==> src/rtl/qwm_pkg.sv <==
package qwm_pkg;
  localparam int NFLAG = 7;
  typedef logic [NFLAG-1:0] flag_t;

  localparam int B_RXOVF  = 0;
  localparam int B_TXLOW  = 2;
  localparam int B_TXFULL = 3;
  localparam int B_RXNE   = 4;
  localparam int B_RXHI   = 5;
  localparam int B_TXUDF  = 6;

  localparam flag_t IMPL_MASK = flag_t'(7'b111_1101);

  localparam logic [7:0] A_STAT = 8'h04;
  localparam logic [7:0] A_MSET = 8'h08;
  localparam logic [7:0] A_MCLR = 8'h0C;
  localparam logic [7:0] A_MVIEW = 8'h10;
  localparam logic [7:0] A_TXWM = 8'h28;
  localparam logic [7:0] A_RXWM = 8'h2C;
endpackage

==> src/rtl/qwm_cond.sv <==
module qwm_cond
  import qwm_pkg::*;
#(
  parameter int DEPTH = 63,
  localparam int LVL_W = $clog2(DEPTH + 1)
) (
  input  logic [LVL_W-1:0] tx_level,
  input  logic [LVL_W-1:0] rx_level,
  input  logic [LVL_W-1:0] tx_wm,
  input  logic [LVL_W-1:0] rx_wm,
  input  logic             rx_ovf_evt,
  input  logic             tx_udf_evt,
  output flag_t            lvl,
  output flag_t            evt
);
  localparam logic [LVL_W-1:0] FULL_CNT = LVL_W'(DEPTH);

  always_comb begin
    lvl = '0;
    evt = '0;
    lvl[B_TXLOW]  = tx_level < tx_wm;
    lvl[B_TXFULL] = tx_level == FULL_CNT;
    lvl[B_RXNE]   = rx_level != '0;
    lvl[B_RXHI]   = rx_level >= rx_wm;
    evt[B_RXOVF]  = rx_ovf_evt;
    evt[B_TXUDF]  = tx_udf_evt;
  end
endmodule

==> src/rtl/qwm_status.sv <==
module qwm_status
  import qwm_pkg::*;
(
  input  logic  clk,
  input  logic  rst,
  input  flag_t lvl,
  input  flag_t evt,
  input  flag_t clr,
  output flag_t st_q
);
  for (genvar i = 0; i < NFLAG; i++) begin : g_bit
    if (IMPL_MASK[i]) begin : g_impl
      always_ff @(posedge clk) begin
        if (rst) st_q[i] <= 1'b0;
        else     st_q[i] <= ((st_q[i] | lvl[i]) & ~clr[i]) | evt[i];
      end

      // an uncleared level condition is latched
      a_r5_level_sets: assert property (@(posedge clk) disable iff (rst)
        (lvl[i] && !clr[i]) |=> st_q[i]);
      // a set bit holds until it is cleared
      a_r4_sticky: assert property (@(posedge clk) disable iff (rst)
        (st_q[i] && !clr[i]) |=> st_q[i]);
      // a clear with no fresh cause empties the bit
      a_r4_clear: assert property (@(posedge clk) disable iff (rst)
        (clr[i] && !lvl[i] && !evt[i]) |=> !st_q[i]);
      // an event pulse beats a clear in the same cycle
      a_r6_evt_wins: assert property (@(posedge clk) disable iff (rst)
        evt[i] |=> st_q[i]);
    end else begin : g_rsv
      assign st_q[i] = 1'b0;
    end
  end
endmodule

==> src/rtl/qwm_mask.sv <==
module qwm_mask
  import qwm_pkg::*;
(
  input  logic  clk,
  input  logic  rst,
  input  logic  set_wr,
  input  logic  clr_wr,
  input  flag_t wbits,
  output flag_t mask_q
);
  flag_t set_v, clr_v;

  always_comb begin
    set_v = set_wr ? (wbits & IMPL_MASK) : '0;
    clr_v = clr_wr ? wbits : '0;
  end

  always_ff @(posedge clk) begin
    if (rst) mask_q <= '0;
    else     mask_q <= (mask_q | set_v) & ~clr_v;
  end

  a_r7_set_ors: assert property (@(posedge clk) disable iff (rst)
    (set_wr && !clr_wr) |=> ((mask_q & $past(wbits & IMPL_MASK)) == $past(wbits & IMPL_MASK)));
  a_r7_clr_removes: assert property (@(posedge clk) disable iff (rst)
    clr_wr |=> ((mask_q & $past(wbits)) == '0));
  a_r7_hold: assert property (@(posedge clk) disable iff (rst)
    (!set_wr && !clr_wr) |=> $stable(mask_q));
endmodule

==> src/rtl/qwm_irq.sv <==
module qwm_irq
  import qwm_pkg::*;
(
  input  logic  clk,
  input  logic  rst,
  input  flag_t st,
  input  flag_t mask,
  output logic  irq_q
);
  always_ff @(posedge clk) begin
    if (rst) irq_q <= 1'b0;
    else     irq_q <= |(st & mask);
  end

  a_r8_raise: assert property (@(posedge clk) disable iff (rst)
    (|(st & mask)) |=> irq_q);
  a_r8_drop: assert property (@(posedge clk) disable iff (rst)
    (!(|(st & mask))) |=> !irq_q);
endmodule

==> src/rtl/qwm_irq_ctrl.sv <==
module qwm_irq_ctrl
  import qwm_pkg::*;
#(
  parameter int DEPTH    = 63,
  parameter int DATA_W   = 32,
  parameter int ADDR_W   = 8,
  parameter int TXWM_RST = 1,
  parameter int RXWM_RST = 32,
  localparam int LVL_W   = $clog2(DEPTH + 1)
) (
  input  logic              clk,
  input  logic              rst,
  input  logic              reg_wr,
  input  logic [ADDR_W-1:0] reg_addr,
  input  logic [DATA_W-1:0] reg_wdata,
  output logic [DATA_W-1:0] reg_rdata,
  input  logic [LVL_W-1:0]  tx_level,
  input  logic [LVL_W-1:0]  rx_level,
  input  logic              rx_ovf_evt,
  input  logic              tx_udf_evt,
  output logic              irq
);
  logic [LVL_W-1:0] tx_wm_q, rx_wm_q;
  flag_t lvl, evt, st_q, mask_q, clr_bits, wbits;
  logic  wr_stat, wr_mset, wr_mclr, wr_txwm, wr_rxwm;

  assign wbits    = reg_wdata[NFLAG-1:0];
  assign wr_stat  = reg_wr && (reg_addr == ADDR_W'(A_STAT));
  assign wr_mset  = reg_wr && (reg_addr == ADDR_W'(A_MSET));
  assign wr_mclr  = reg_wr && (reg_addr == ADDR_W'(A_MCLR));
  assign wr_txwm  = reg_wr && (reg_addr == ADDR_W'(A_TXWM));
  assign wr_rxwm  = reg_wr && (reg_addr == ADDR_W'(A_RXWM));
  assign clr_bits = wr_stat ? wbits : '0;

  always_ff @(posedge clk) begin
    if (rst) begin
      tx_wm_q <= LVL_W'(TXWM_RST);
      rx_wm_q <= LVL_W'(RXWM_RST);
    end else begin
      if (wr_txwm) tx_wm_q <= reg_wdata[LVL_W-1:0];
      if (wr_rxwm) rx_wm_q <= reg_wdata[LVL_W-1:0];
    end
  end

  qwm_cond #(.DEPTH(DEPTH)) u_cond (
    .tx_level(tx_level), .rx_level(rx_level),
    .tx_wm(tx_wm_q), .rx_wm(rx_wm_q),
    .rx_ovf_evt(rx_ovf_evt), .tx_udf_evt(tx_udf_evt),
    .lvl(lvl), .evt(evt)
  );

  qwm_status u_status (
    .clk(clk), .rst(rst), .lvl(lvl), .evt(evt), .clr(clr_bits), .st_q(st_q)
  );

  qwm_mask u_mask (
    .clk(clk), .rst(rst), .set_wr(wr_mset), .clr_wr(wr_mclr),
    .wbits(wbits), .mask_q(mask_q)
  );

  qwm_irq u_irq (
    .clk(clk), .rst(rst), .st(st_q), .mask(mask_q), .irq_q(irq)
  );

  logic [DATA_W-1:0] rd_mux;
  always_comb begin
    rd_mux = '0;
    case (reg_addr)
      ADDR_W'(A_STAT):  rd_mux = DATA_W'(st_q);
      ADDR_W'(A_MVIEW): rd_mux = DATA_W'(mask_q);
      ADDR_W'(A_TXWM):  rd_mux = DATA_W'(tx_wm_q);
      ADDR_W'(A_RXWM):  rd_mux = DATA_W'(rx_wm_q);
      default:          rd_mux = '0;
    endcase
  end

  always_ff @(posedge clk) begin
    if (rst) reg_rdata <= '0;
    else     reg_rdata <= rd_mux;
  end

  // a watermark write lands in the threshold register
  a_r9_txwm_write: assert property (@(posedge clk) disable iff (rst)
    wr_txwm |=> (tx_wm_q == $past(reg_wdata[LVL_W-1:0])));
  a_r9_rxwm_write: assert property (@(posedge clk) disable iff (rst)
    wr_rxwm |=> (rx_wm_q == $past(reg_wdata[LVL_W-1:0])));
  // a mask view read returns the mask one cycle later
  a_r10_view_read: assert property (@(posedge clk) disable iff (rst)
    (reg_addr == ADDR_W'(A_MVIEW)) |=> (reg_rdata == DATA_W'($past(mask_q))));
endmodule

==> config.mk <==
export PLATFORM = sky130hd
export DESIGN_NAME = qwm_irq_ctrl
export DESIGN_NICKNAME = d
export VERILOG_FILES = /design/src/rtl/qwm_pkg.sv /design/src/rtl/qwm_cond.sv /design/src/rtl/qwm_status.sv /design/src/rtl/qwm_mask.sv /design/src/rtl/qwm_irq.sv /design/src/rtl/qwm_irq_ctrl.sv
export SDC_FILE = /design/constraint.sdc
export NUM_CORES = 1
export LEC_CHECK = 0
export BUFFER_PORTS_ARGS = -buffer_cell sky130_fd_sc_hd__buf_2
export CAP_MARGIN = 20
export CORE_ASPECT_RATIO = 0.8
export CORE_UTILIZATION = 35
export DETAILED_ROUTE_END_ITERATION = 8
export PLACE_DENSITY = 0.62
export SKIP_CTS_REPAIR_TIMING = 1
export SYNTH_ARGS = -nofsm -noshare
export SYNTH_HDL_FRONTEND = slang
export SYNTH_SLANG_ARGS = --single-unit
export TNS_END_PERCENT = 100
==> constraint.sdc <==
create_clock -name clk -period 2.22 [get_ports clk]
set_input_delay 0.333 -clock clk [delete_from_list [all_inputs] [get_ports clk]]
set_output_delay 0.333 -clock clk [all_outputs]
set_load 0.005 [all_outputs]
* Yosys cells after proc, flatten, opt, wreduce, memory -nomap -nowiden
Index checks and enable logic that the tools add are counted.
Word-level totals: register bits 58, bits of input ports 57, output and inout bits 33, logic and storage cells 53
Operators by class: $lt $le $gt $ge 2, equal/unequal tests 7, mux-type cells 4, bitwise operators 22, reductions and logical operators 7
Operators with widths (count):
- $pmux 7 s4 | 1
- $mux 7 | 3
- $eq 8x4->1 const B | 2
- $eq 8x6->1 const B | 2
- $and 7x7->7 | 2
- $eq 8x3->1 const B | 1
- $eq 8x5->1 const B | 1
- $not 7->7 | 1
- $or 7x7->7 | 1
- $reduce_or 7->1 | 1
- $and 1x1->1 | 6
- $eq 6x6->1 const B | 1
- $ge 6x6->1 | 1
- $lt 6x6->1 | 1
- $not 1->1 | 6
- $or 1x1->1 | 6
- $reduce_bool 6->1 | 1
- $logic_and 1x1->1 | 5

* Longest topological paths before layout
word-level depth 6, mapped depth 6, mapped depth without buffers 6

* By module
From an unflattened synthesis, not the netlist that was laid out.
Unflattened totals: cell total of the unflattened synthesis 237, area total of the unflattened synthesis 2044.5 µm²
By module, submodules not included:
- qwm_irq_ctrl | times used 1, cells an instance 132, area an instance 1169.9 µm², seq. area each 380.4 µm²
- qwm_cond | times used 1, cells an instance 53, area an instance 367.9 µm², seq. area each 0.0 µm²
- qwm_status | times used 1, cells an instance 26, area an instance 229.0 µm², seq. area each 120.1 µm²
- qwm_mask | times used 1, cells an instance 21, area an instance 226.5 µm², seq. area each 140.1 µm²
- qwm_irq | times used 1, cells an instance 5, area an instance 51.3 µm², seq. area each 20.0 µm²

* Worst setup path after synthesis
Ideal clock, no wire load.
path kind input to register, start point in reg_addr[2], end point reg rx_wm_q[0], setup time 0.128 ns, data arrival time 1.494 ns, data required time 2.092 ns, path slack 0.599 ns, stages 6, buffers on the path 2, path through clkbuf_1 -> inv_1 -> or3b_1 -> buf_6 -> mux2i_1 -> nor2_1
On the way: word-level cells in the longest chain between the ends 2
Ends and longest elaborated chain:
- start, declared | line qwm_irq_ctrl.sv:14 | input logic [ADDR_W-1:0] reg_addr,
- $eq 8x6->1 | line qwm_irq_ctrl.sv:32 | assign wr_rxwm = reg_wr && (reg_addr == ADDR_W'(A_RXWM));
- $logic_and 1x1->1 | line qwm_irq_ctrl.sv:32
- end signal, assigned | line qwm_irq_ctrl.sv:38 | rx_wm_q <= LVL_W'(RXWM_RST);
- end signal, assigned | line qwm_irq_ctrl.sv:41 | if (wr_rxwm) rx_wm_q <= reg_wdata[LVL_W-1:0];
- end, declared | line qwm_irq_ctrl.sv:23 | logic [LVL_W-1:0] tx_wm_q, rx_wm_q;
Every way passes these cells. A chain may end at the register's enable or synchronous reset.

* Worst setup path in the final report
start point in reg_addr[4], end point reg rx_wm_q[2]
The elaborated chain is that of the path after synthesis.

==> insert_results.sql <==
INSERT INTO impl_metrics (metric_group, metric, value, unit) VALUES
('setup_path', 'reg2reg_from', 'tx_wm_q[3]$_SDFFE_PP0P_', ''),
('clock_network', 'cts_made_buffers', '5', ''),
('global_routing', 'global_route_wire_length_before_repair', '6.60', 'mm'),
('timing', 'tightestPinTransition', '0.499', 'ns'),
('placed_design', 'gp_routability_congestion', '0.815', ''),
('finish', 'final_nets', '329', ''),
('clock_network', 'cts.htree.levels', '2', ''),
('finish', 'fin_cells', '323', ''),
('setup_path', 'worstPathRequired', '2.38', 'ns'),
('finish', 'seqCellArea', '661', 'sq um'),
('logic_synthesis', 'synth-adder-area-share', '0.0726', ''),
('timing', 'clock_period_minus_worst_slack', '1.57', 'ns'),
('logic_synthesis', 'yosys-mux-area-fraction', '0.0851', ''),
('setup_path', 'startpoint', 'reg_addr[4]', ''),
('die', 'fp-row-count', '23', ''),
('setup_path', 'worst_path_max_delay_cell', 'sky130_fd_sc_hd__or3b_1', ''),
('global_routing', 'grt_pass1_vias', '1356', ''),
('outcome', 'run_status', 'complete, but fails checks', ''),
('setup_path', 'worst-path-buf-inv', '1', ''),
('logic_synthesis', 'syn_inst', '218', ''),
('die', 'die_w', '84.3', 'microns'),
('routing', 'finalWirelength', '4.17', 'mm'),
('setup_path', 'reg2reg_depth', '6', ''),
('finish', 'final_layout_size_suffix_gt1_frac', '0.211', ''),
('die', 'initial_util', '0.370', ''),
('power', 'power.net_switching', '0.289', 'mW'),
('clock_network', 'clk_latency', '0.28', 'ns'),
('power', 'sw_frac_of_total', '0.244', ''),
('finish', 'n_antenna_cell', '0', ''),
('logic_synthesis', 'synth_compound_area_frac', '0.152', ''),
('clock_network', 'ctsLongestPathBuffers', '2', ''),
('power', 'ir_drop', '212', 'uV'),
('power', 'clock_power_share', '0.384', ''),
('finish', 'multi_input_comb_area', '0.00104', 'sq mm'),
('timing', 'report.final.hold_viol_count', '0', ''),
('finish', 'final_common_cell', 'sky130_fd_sc_hd__buf_2', ''),
('die', 'die-area', '0.00572', 'sq mm'),
('routing', 'top_signal_layer_used', 'met4', ''),
('logic_synthesis', 'post_synth_instance_area', '0.00190', 'sq mm'),
('timing', 'max_slew_margin', '0.665', ''),
('clock_network', 'cts.clk_slew.worst_paths', '0.07', 'ns'),
('setup_path', 'critical_path_arrival', '1.74', 'ns'),
('timing', 'finalMaxSlewViolations', '0', ''),
('logic_synthesis', 'synth_seq_area_share', '0.349', ''),
('min_path', 'min-delay-path-class', 'in -> reg', ''),
('power', 'power_per_cell_area', '548', 'mW/mm^2'),
('routing', 'wl_per_cell', '12.9', 'microns'),
('global_routing', 'globalRoute.totalOverflow', '0', ''),
('timing', 'clock_skew', '0.00409', 'ns'),
('logic_synthesis', 'yosysWarnings', '0', ''),
('die', 'die_height', '67.8', 'microns'),
('finish', 'mostFrequentLayoutCells', 'sky130_fd_sc_hd__buf_2, sky130_fd_sc_hd__dfxtp_1, sky130_fd_sc_hd__conb_1', ''),
('timing', 'fin_crit_sh', '0.708', ''),
('global_routing', 'pin_count_of_the_biggest_net_entering_global_routing', '30', ''),
('logic_synthesis', 'synth-xor-area-share', '0.00462', ''),
('routing', 'antenna_left', '0', ''),
('routing', 'detail_route.drc_violations', '9', ''),
('finish', 'layout.core_utilization', '0.422', ''),
('outcome', 'violations', 'design-rule violations', ''),
('die', 'top_level_pins', '90', ''),
('setup_path', 'worst_r2r_endpoint', 'u_status.st_q[2]$_SDFF_PP0_', ''),
('setup_path', 'max_fo_critical_path', '7', ''),
('placed_design', 'dp_cells', '316', ''),
('logic_synthesis', 'synth_cell_type_count', '37', ''),
('setup_path', 'crit_path_end', 'rx_wm_q[2]$_SDFFE_PP0P_', ''),
('power', 'pwr-share-comb', '0.103', ''),
('logic_synthesis', 'synth_seq_cells', '33', ''),
('setup_path', 'critical_path_cell_list', 'buf_2 -> nor4b_4 -> or3b_1 -> mux2i_1 -> nor2_1', ''),
('finish', 'relative_area_change_from_synthesis_to_final_layout', '14.0', '%'),
('clock_network', 'clockRootBuffer', 'sky130_fd_sc_hd__clkbuf_8', ''),
('power', 'internal_power', '0.895', 'mW');
logic make-up after synthesis:
group | Yosys count
buffers and inverters | 48
XOR/XNOR | 1
other | 1
adder cells (fa/ha/maj) | 11
multiplexers | 16
AO/OA/AOI/OAI | 43
AND/OR/NAND/NOR | 65
flip-flops | 33
per-layer routing:
layer | vias up | GRT usage
met4 | 0 | 0.0582
met2 | 53 | 0.228
li1 | 807 | -
met5 | - | 0
met3 | 8 | 0.0434
met1 | 715 | 0.213
final cells by class:
cell class | count | share of cell area
timing repair buffer | 44 | 0.108
sequential | 33 | 0.306
inverter | 16 | 0.0278
multi-input combinational | 161 | 0.483
clock buffer | 7 | 0.0400
tap | 62 | 0.0359
registers in the layout, summed over array words and instances (netlist names):
register / flops
u_status.st_q: 6
u_irq.irq_q: 1
reg_rdata: 7
tx_wm_q: 6
rx_wm_q: 6
u_mask.mask_q: 7
synthesized netlist by cell type (all sizes together), types with 2 or more instances:
library cell | count | share of area
dfxtp | 33 | 0.35
buf | 26 | 0.10
nor2 | 24 | 0.048
inv | 16 | 0.032
mux2i | 15 | 0.079
nand2 | 12 | 0.024
a21oi | 11 | 0.029
ha | 11 | 0.073
a22oi | 10 | 0.040
nor3 | 8 | 0.024
nand4 | 7 | 0.023
o21ai | 7 | 0.018
clkbuf | 6 | 0.012
a311oi | 4 | 0.018
a221oi | 3 | 0.014
or3 | 3 | 0.0099
a211oi | 2 | 0.0079
a31oi | 2 | 0.0066
nand2b | 2 | 0.0066
metrics by stage:
stage	setup WS (ns)	total power, mW	hold WS, ns	area [sq um]
5_1_grt	0.583	1.24	0.267	2160
2_1_floorplan	0.599	0.716	0.409	1990
6_report	0.649	1.18	0.262	2160
3_3_place_gp	0.366	0.739	0.424	2070
3_5_place_dp	0.359	0.741	0.428	2070
4_1_cts	0.648	1.19	0.252	2160
worst min-delay path by stage:
stage	slack, ns	cells past startpoint	start	end
3_5_place_dp	0.43	2	u_mask.mask_q[1]$_SDFF_PP0_	u_mask.mask_q[1]$_SDFF_PP0_
3_3_place_gp	0.42	2	u_mask.mask_q[1]$_SDFF_PP0_	u_mask.mask_q[1]$_SDFF_PP0_
6_report	0.26	2	reg_wdata[6]	u_status.st_q[6]$_SDFF_PP0_
5_1_grt	0.27	2	reg_wdata[6]	u_status.st_q[6]$_SDFF_PP0_
4_1_cts	0.25	2	reg_wdata[6]	u_status.st_q[6]$_SDFF_PP0_
2_1_floorplan	0.41	2	u_mask.mask_q[1]$_SDFF_PP0_	u_mask.mask_q[1]$_SDFF_PP0_
power groups by stage:
stage | logic, mW | clock network [mW] | registers (mW)
after floorplan | 0.0990 | 0 | 0.617
after global placement | 0.119 | 0 | 0.620
after detailed placement | 0.121 | 0 | 0.620
after CTS | 0.122 | 0.463 | 0.607
after global routing | 0.140 | 0.497 | 0.607
final | 0.122 | 0.455 | 0.607
No activity file was read; power rests on OpenSTA's default activity.
